File: config.mk
export PLATFORM = sky130hd
export DESIGN_NAME = otpf_regif
export DESIGN_NICKNAME = d
export VERILOG_FILES = /design/src/rtl/otpf_pkg.sv /design/src/rtl/otpf_decode.sv /design/src/rtl/otpf_regbank.sv /design/src/rtl/otpf_fuse_rom.sv /design/src/rtl/otpf_bus_fsm.sv /design/src/rtl/otpf_regif.sv
export SDC_FILE = /design/constraint.sdc
export NUM_CORES = 1
export LEC_CHECK = 0
export BUFFER_PORTS_ARGS = -buffer_cell sky130_fd_sc_hd__clkbuf_2
export CAP_MARGIN = 20
export CORE_MARGIN = 3
export CORE_UTILIZATION = 40
export DETAILED_ROUTE_END_ITERATION = 10
export GPL_TIMING_DRIVEN = 1
export HOLD_SLACK_MARGIN = 0.12
export MAX_ROUTING_LAYER = met4
export PLACE_DENSITY = 0.63
export SYNTH_ARGS = -nofsm -noshare
export SYNTH_HDL_FRONTEND = slang
export SYNTH_HIERARCHICAL = 1
export SYNTH_SLANG_ARGS = --single-unit
File: constraint.sdc
create_clock -name clk -period 2 [get_ports clk]
set_input_delay 0.6 -clock clk [delete_from_list [all_inputs] [get_ports clk]]
set_output_delay 0.6 -clock clk [all_outputs]
set_load 0.1 [all_outputs]
File: src/rtl/otpf_pkg.sv
package otpf_pkg;

    localparam int DATA_W   = 32;
    localparam int OFF_W    = 12;
    localparam int NUM_REGS = 15;
    localparam int REG_IW   = $clog2(NUM_REGS);
    localparam int WORD_W   = OFF_W - 2;

    // register slots by word index; decode and software depend on these
    localparam int RID_ADDR    = 0;
    localparam int RID_ADDR_IO = 1;
    localparam int RID_ADDR_SL = 2;
    localparam int RID_CHIP_EN = 3;
    localparam int RID_CLOCK   = 4;
    localparam int RID_DIN     = 5;
    localparam int RID_DOUT    = 6;
    localparam int RID_STROBE  = 7;
    localparam int RID_PROG    = 8;
    localparam int RID_TCTL    = 9;
    localparam int RID_TMODE   = 10;
    localparam int RID_TREP    = 11;
    localparam int RID_TREAD   = 12;
    localparam int RID_TRIM    = 13;
    localparam int RID_WEN     = 14;

    typedef enum logic [0:0] {
        ST_IDLE = 1'b0,
        ST_RESP = 1'b1
    } bus_state_e;

    typedef struct packed {
        logic              fmt_ok;
        logic              mapped;
        logic [REG_IW-1:0] idx;
    } dec_t;

endpackage

File: src/rtl/otpf_decode.sv
module otpf_decode
    import otpf_pkg::*;
(
    input  logic [OFF_W-1:0] off_i,
    input  logic [3:0]       strb_i,
    output dec_t             dec_o
);
    logic [WORD_W-1:0] word;

    always_comb begin
        word          = off_i[OFF_W-1:2];
        dec_o.fmt_ok  = (off_i[1:0] == 2'b00) && (strb_i == 4'hF);
        dec_o.mapped  = (word < WORD_W'(NUM_REGS));
        dec_o.idx     = word[REG_IW-1:0];
    end
endmodule

File: src/rtl/otpf_regbank.sv
module otpf_regbank
    import otpf_pkg::*;
#(
    parameter int ADDR_KEEP = 12
) (
    input  logic                             clk,
    input  logic                             rst_n,
    input  logic                             wr_en_i,
    input  logic [REG_IW-1:0]                wr_idx_i,
    input  logic [DATA_W-1:0]                wdata_i,
    output logic [NUM_REGS-1:0][DATA_W-1:0]  regs_o
);
    localparam int PAD_W = DATA_W - ADDR_KEEP;

    for (genvar g = 0; g < NUM_REGS; g++) begin : g_slot
        if (g == RID_DOUT) begin : g_port
            // data port: no storage behind it
            assign regs_o[g] = '0;
        end else if (g == RID_ADDR) begin : g_addr
            logic [ADDR_KEEP-1:0] q;
            always_ff @(posedge clk or negedge rst_n) begin
                if (!rst_n) begin
                    q <= '0;
                end else if (wr_en_i && (wr_idx_i == REG_IW'(g))) begin
                    q <= wdata_i[ADDR_KEEP-1:0];
                end
            end
            assign regs_o[g] = {{PAD_W{1'b0}}, q};
        end else begin : g_plain
            logic [DATA_W-1:0] q;
            always_ff @(posedge clk or negedge rst_n) begin
                if (!rst_n) begin
                    q <= '0;
                end else if (wr_en_i && (wr_idx_i == REG_IW'(g))) begin
                    q <= wdata_i;
                end
            end
            assign regs_o[g] = q;
        end
    end
endmodule

File: src/rtl/otpf_fuse_rom.sv
module otpf_fuse_rom
    import otpf_pkg::*;
#(
    parameter int          FUSE_DEPTH = 4096,
    parameter logic [31:0] SERIAL     = 32'h5A17_C3E9,
    parameter int          SERIAL_LOC = 'h0FC,
    localparam int         FUSE_AW    = $clog2(FUSE_DEPTH)
) (
    input  logic [FUSE_AW-1:0] idx_i,
    output logic [DATA_W-1:0]  word_o
);
    // contents are fixed, so the array is a comparator pair, not storage
    always_comb begin
        if (idx_i == FUSE_AW'(SERIAL_LOC)) begin
            word_o = SERIAL;
        end else if (idx_i == FUSE_AW'(SERIAL_LOC + 1)) begin
            word_o = ~SERIAL;
        end else begin
            word_o = '1;
        end
    end
endmodule

File: src/rtl/otpf_bus_fsm.sv
module otpf_bus_fsm
    import otpf_pkg::*;
(
    input  logic              clk,
    input  logic              rst_n,
    input  logic              req_i,
    input  logic              we_i,
    input  logic              err_i,
    input  logic [DATA_W-1:0] rd_i,
    output logic              accept_o,
    output logic              ready_o,
    output logic              err_o,
    output logic [DATA_W-1:0] rdata_o
);
    bus_state_e        state_q, state_d;
    logic              err_q;
    logic [DATA_W-1:0] rdata_q;

    always_ff @(posedge clk or negedge rst_n) begin
        if (!rst_n) begin
            state_q <= ST_IDLE;
        end else begin
            state_q <= state_d;
        end
    end

    always_comb begin
        state_d = state_q;
        unique case (state_q)
            ST_IDLE: if (req_i) state_d = ST_RESP;
            ST_RESP: state_d = ST_IDLE;
        endcase
    end

    always_comb begin
        accept_o = (state_q == ST_IDLE) && req_i;
        ready_o  = (state_q == ST_RESP);
        err_o    = err_q;
        rdata_o  = rdata_q;
    end

    always_ff @(posedge clk or negedge rst_n) begin
        if (!rst_n) begin
            err_q   <= 1'b0;
            rdata_q <= '0;
        end else if (accept_o) begin
            err_q   <= err_i;
            rdata_q <= (we_i || err_i) ? '0 : rd_i;
        end else begin
            err_q   <= 1'b0;
            rdata_q <= '0;
        end
    end
endmodule

File: src/rtl/otpf_regif.sv
module otpf_regif
    import otpf_pkg::*;
#(
    parameter int          FUSE_DEPTH = 4096,
    parameter logic [31:0] SERIAL     = 32'h5A17_C3E9,
    parameter int          SERIAL_LOC = 'h0FC,
    parameter int          ADDR_KEEP  = 12
) (
    input  logic              clk,
    input  logic              rst_n,
    input  logic              req_i,
    input  logic              we_i,
    input  logic [11:0]       addr_i,
    input  logic [3:0]        strb_i,
    input  logic [31:0]       wdata_i,
    output logic              ready_o,
    output logic [31:0]       rdata_o,
    output logic              err_o
);
    localparam int FUSE_AW = $clog2(FUSE_DEPTH);
    localparam logic [DATA_W-1:0] FALLBACK = DATA_W'(8'hFF);

    dec_t                            dec;
    logic                            accept;
    logic                            bad;
    logic                            wr_en;
    logic                            dout_gate;
    logic [NUM_REGS-1:0][DATA_W-1:0] regs;
    logic [DATA_W-1:0]               fuse_word;
    logic [DATA_W-1:0]               rd_val;

    otpf_decode u_dec (
        .off_i  (addr_i),
        .strb_i (strb_i),
        .dec_o  (dec)
    );

    assign bad   = !dec.fmt_ok || !dec.mapped;
    assign wr_en = accept && we_i && !bad && (dec.idx != REG_IW'(RID_DOUT));

    otpf_regbank #(.ADDR_KEEP(ADDR_KEEP)) u_bank (
        .clk      (clk),
        .rst_n    (rst_n),
        .wr_en_i  (wr_en),
        .wr_idx_i (dec.idx),
        .wdata_i  (wdata_i),
        .regs_o   (regs)
    );

    otpf_fuse_rom #(
        .FUSE_DEPTH (FUSE_DEPTH),
        .SERIAL     (SERIAL),
        .SERIAL_LOC (SERIAL_LOC)
    ) u_rom (
        .idx_i  (regs[RID_ADDR][FUSE_AW-1:0]),
        .word_o (fuse_word)
    );

    assign dout_gate = regs[RID_CHIP_EN][0] & regs[RID_STROBE][0] & regs[RID_TRIM][0];

    always_comb begin
        if (dec.idx == REG_IW'(RID_DOUT)) begin
            rd_val = dout_gate ? fuse_word : FALLBACK;
        end else begin
            rd_val = regs[dec.idx];
        end
    end

    otpf_bus_fsm u_fsm (
        .clk      (clk),
        .rst_n    (rst_n),
        .req_i    (req_i),
        .we_i     (we_i),
        .err_i    (bad),
        .rd_i     (rd_val),
        .accept_o (accept),
        .ready_o  (ready_o),
        .err_o    (err_o),
        .rdata_o  (rdata_o)
    );
endmodule

* Word level (Yosys, flattened, before mapping)
Cells that the tools add are included.
W data, S select, Z words.
** Word-level totals
- Flip-flop bits (word level) :: 462
- Input port bits :: 52
- Output and inout port bits :: 34
** Cells by class
- Order comparisons :: 2
- Eq/ne operators :: 18
- Mux-type cells :: 11
- Bitwise logic cells :: 3
- Reduce and logical (&&, ||, !) cells :: 26
** Operators by type and width (count)
- $mux W32 :: 6
- $bmux W32 S4 :: 1
- $eq A4 B4 Y1 const B :: 8
- $mux W31 :: 1
- $eq A12 B8 Y1 const B :: 2
- $logic_and A1 B1 Y1 :: 19
- $eq A4 B3 Y1 const B :: 4
- $lt A10 B4 Y1 const B :: 1
- $eq A4 B2 Y1 const B :: 2
- $lt A4 B5 Y1 const B :: 1
- $eq A4 B1 Y1 const B :: 1
- $logic_not A4 Y1 :: 1
- $ne A4 B3 Y1 const B :: 1
- $logic_not A1 Y1 :: 3
- $and A1 B1 Y1 :: 2
- $logic_not A2 Y1 :: 1
- $logic_or A1 B1 Y1 :: 2
- $mux W1 :: 2
- $pmux W1 S2 :: 1
- $not A1 Y1 :: 1

* Logic depth before layout (Yosys ltp)
- Depth in word-level cells :: 8
- Mapped depth :: 10

* Cells and area by module
Netlist, hierarchy kept.
** By module, submodules not included
- otpf_regbank :: instances 1, cells each 1008, area each 16383.2 um^2
- otpf_regif :: instances 1, cells each 526, area each 4420.5 um^2
- otpf_bus_fsm :: instances 1, cells each 72, area each 1129.8 um^2
- otpf_fuse_rom :: instances 1, cells each 36, area each 285.3 um^2
- otpf_decode :: instances 1, cells each 11, area each 66.3 um^2

* Worst setup path after synthesis
No wires, ideal clock.
- Path kind :: input to register
- Start point :: input addr_i[5]
- End point :: register u_bank.g_slot[3].g_plain.q[10]
- Data arrival time :: 2.782 ns
- Data required time :: 1.875 ns
- Setup slack :: -0.907 ns
- Cell stages on the path :: 10
- Buffers on the path :: 5
- Cells stage by stage :: buf_4 nand4bb_1 buf_2 clkbuf_1 nor3b_1 nor3b_2 and3_1 clkbuf_1 buf_2 mux2_2
** On the way
- Word-level cells in the longest chain between the ends :: 7
** Ends and longest elaborated chain
- start: declaration :: line otpf_regif.sv:13 : input logic [11:0] addr_i,
- $lt A10 B4 Y1 :: line otpf_decode.sv:13 : dec_o.mapped = (word < WORD_W'(NUM_REGS));
- $logic_not A1 Y1 :: line otpf_regif.sv:38 : assign bad = !dec.fmt_ok || !dec.mapped;
- $logic_or A1 B1 Y1 :: line otpf_regif.sv:38
- $logic_not A1 Y1 :: line otpf_regif.sv:39 : assign wr_en = accept && we_i && !bad && (dec.idx != REG_IW'(RID_DOUT));
- $logic_and A1 B1 Y1 :: line otpf_regif.sv:39
- $logic_and A1 B1 Y1 (*) :: line otpf_regif.sv:39
- net wr_en :: line otpf_regif.sv:26 : logic wr_en;
- $logic_and A1 B1 Y1 (*) :: line otpf_regbank.sv:34 : end else if (wr_en_i && (wr_idx_i == REG_IW'(g))) begin
- end signal: assignment :: line otpf_regbank.sv:35 : q <= wdata_i;
- end: declaration :: line otpf_regbank.sv:30 : logic [DATA_W-1:0] q;
Mark *: on every way through the listed nets, which the timed path passes. The rest lies on a longest branch.
A chain may end at the register's enable or synchronous reset.

* Worst setup path after layout
- Start point :: register u_bank.g_slot[0].g_addr.q[8]
- End point :: register u_fsm.rdata_q[15] (netlist: u_fsm/rdata_o[15])
** On the way
- Word-level cells in the longest chain between the ends :: 7
** Ends and longest elaborated chain
- start: declaration :: line otpf_regbank.sv:20 : logic [ADDR_KEEP-1:0] q;
- start signal: assignment :: line otpf_regbank.sv:25 : q <= wdata_i[ADDR_KEEP-1:0];
- $eq A12 B8 Y1 :: line otpf_fuse_rom.sv:16 : end else if (idx_i == FUSE_AW'(SERIAL_LOC + 1)) begin
- $mux W31 :: line otpf_fuse_rom.sv:16
- $mux W32 (*) :: line otpf_fuse_rom.sv:14 : if (idx_i == FUSE_AW'(SERIAL_LOC)) begin
- $mux W32 (*) :: line otpf_regif.sv:63 : rd_val = dout_gate ? fuse_word : FALLBACK;
- $mux W32 (*) :: line otpf_regif.sv:62 : if (dec.idx == REG_IW'(RID_DOUT)) begin
- net rd_val[15] :: line otpf_regif.sv:30 : logic [DATA_W-1:0] rd_val;
- $mux W32 (*) :: line otpf_bus_fsm.sv:48 : rdata_q <= (we_i || err_i) ? '0 : rd_i;
- $mux W32 (*) :: line otpf_bus_fsm.sv:46 : end else if (accept_o) begin
- end signal: assignment :: line otpf_bus_fsm.sv:48
- end: declaration :: line otpf_bus_fsm.sv:17 : logic [DATA_W-1:0] rdata_q;
Marked as above.

==> impl_metrics.tcl <==
set metrics [dict create \
    setup_viol 426 \
    insertion_delay_ps 610 \
    place_inst 2363 \
    die_y_um 241 \
    floorplan.initialDensity_pct 40.7 \
    viasPerCell 5.65 \
    r2r_cells 8 \
    critPathArrivalTime_ps 2690 \
    max-vdd-ir-drop_mv 0.605 \
    tritoncts "built" \
    rows 85 \
    tightest_slew_ps 545 \
    root_buffer "clkbuf_16" \
    via_count 14209 \
    syn_area_per_cell_um2 13.6 \
    die-area_um2 58000 \
    slew_violations 0 \
    first_pass_iters 5 \
    syn_area_um2 22000 \
    nFillCells 4410 \
    r2r_slack_ps -210 \
    hold_violations 0 \
    crit_fanout 5 \
    crit_type "flop to flop" \
    pwr_density_cell_nw_per_um2 730 \
    drc 0 \
    max_cap_violations 0 \
    drt_iter0_drc 1032 \
    failed_checks "setup timing" \
    hpwl_um 36200 \
    critPathCapture "u_fsm/rdata_o[15]$_DFF_PN0_" \
    worst_hold_path_type "primary input to flop" \
    rsz0062_at_grt "true" \
    syn_inst 1621 \
    holdWs_ps 443 \
    fmax_mhz 452 \
    fin_nets 1831 \
    cts_max_level 2 \
    min_period_over_period_pct 111 \
    end_kind "flop" \
    crit_path_start_kind "flop" \
    setup_tns_ps -37350 \
    skew_ps 25.6 \
    drive_gt1_share_pct 51.5 \
    grt_pass1_wl_um 92800 \
    grt_usage_pct 21.7 \
    syn_to_final_growth_pct 26.3 \
    synthesis.yosys.warnings 6 \
    setup_ws_ps -211 \
    wl_per_cell_um 25.4 \
    io_buffers 85 \
    slew_headroom_pct 63.8 \
    r2r-end "u_fsm/rdata_o[15]$_DFF_PN0_" \
    leakagePower_uw 0.0136 \
    grt-ovfl-total 0 \
    rr_startpoint "u_bank/g_slot[0].g_addr.q[8]$_DFFE_PN0P_" \
    die_width_um 241 \
    path_clk_slew_ps 60 \
    grt_antenna_before_repair 1 \
    status "finished, violations left" \
    ant_nets 0 \
    routed_wl_um 63800 \
    grt_max_degree 76 \
    clock_path_buffers 3 \
    cp.required_ps 2480 \
    final_cells 2513 \
    clock-sinks 462 \
    grt_pass1_vias 14951 \
    io_pins 86 \
    finalCoreUtilization_pct 51.4 \
    core-area_um2 54100 \
    gp_congestion 0.784 \
    crit_start "u_bank/g_slot[0].g_addr.q[8]$_DFFE_PN0P_" \
    fin_crit_ps 2210 \
    post-place-ws_ps -870 \
    cts_buffers 51 \
]
## worst max-delay path, cell delays in order, from the launching register on
cell and delay [ps]:
dfrtp_1 420, nor4_4 420, nand3_2 160, buf_12 190, buf_12 130, a21o_1 180, a32oi_2 240, o221ai_2 150
and2_4 170
## how the worst min path moves through the flow
stage	from	endpoint	slack (ps)	cells after the start
2_1_floorplan	rst_n	u_bank/g_slot[0].g_addr.q[0]$_DFFE_PN0P_	300	0
3_3_place_gp	u_bank/g_slot[9].g_plain.q[6]$_DFFE_PN0P_	u_bank/g_slot[9].g_plain.q[6]$_DFFE_PN0P_	460	1
6_report	wdata_i[30]	u_bank/g_slot[9].g_plain.q[30]$_DFFE_PN0P_	440	2
4_1_cts	wdata_i[30]	u_bank/g_slot[11].g_plain.q[30]$_DFFE_PN0P_	410	2
5_1_grt	wdata_i[30]	u_bank/g_slot[11].g_plain.q[30]$_DFFE_PN0P_	450	2
3_5_place_dp	u_bank/g_slot[9].g_plain.q[6]$_DFFE_PN0P_	u_bank/g_slot[9].g_plain.q[6]$_DFFE_PN0P_	470	1
## repair_timing
action,in CTS,in global routing
endpoints found under the setup margin,488,473
buffers inserted,27,12
hold buffers,1,0
hold endpoints to repair,18,0
cloned,13,17
resized for setup,150,192
pin swaps,8,27
## flip-flops by register name (all words and copies together) (netlist names)
name	flops
u_fsm/err_o	1
u_bank/g_slot.g_plain.q	416
u_fsm/rdata_o	32
u_fsm/ready_o	1
u_bank/g_slot.g_addr.q	12
## final cells by class
class	instances	area [um^2]	share of cell area, %
Clock inverter	15	230	0.827
Clock buffer	75	1500	5.38
Sequential cell	462	11600	41.5
Inverter	2	7.51	0.0270
Multi-Input combinational cell	982	10400	37.5
Tap cell	696	871	3.13
Timing Repair Buffer	280	3220	11.6
Antenna cell	1	2.50	0.00899
## placed cells by master, fill, tap and decap left out, drive strengths merged, types with 2 or more instances in the layout
cell type,count
nor3b,2
o21ai,24
nand3b,3
conb,20
inv,2
bufinv,5
a21oi,32
mux4,41
a32oi,22
nor2b,3
clkbuf,148
nor4,3
buf,206
nand2b,5
a2111oi,8
dfrtp,462
a21o,23
mux2i,79
o22ai,22
nand2,30
mux2,459
and3,3
clkinv,10
o221ai,23
nor2,57
or3,2
o22a,8
nand3,26
a211oi,9
and2,65
## metal layers
metal | vias up | track usage (%) | wire, um
met5 | - | - | 0
met4 | 0 | 6.01 | 1480
met3 | 98 | 4.16 | 3600
met2 | 419 | 34.1 | 30600
met1 | 7539 | 29.1 | 28100
li1 | 6153 | - | -
## power by group
| part | switching [uW] | internal, uW | leakage [uW] | total, uW |
|---|---|---|---|---|
| logic | 831 | 429 | 0.00626 | 1260 |
| clock network | 3890 | 5810 | 0.000851 | 9700 |
| registers | 3.41 | 9350 | 0.00645 | 9360 |
## stage by stage
stage	power, uW	instance area (um^2)
detailed placement	10700	24000
global placement	10700	24000
CTS	20500	26900
global route	21000	27800
floorplan	10100	22500
finish	20300	27800
(Power assumes the default switching activity.)
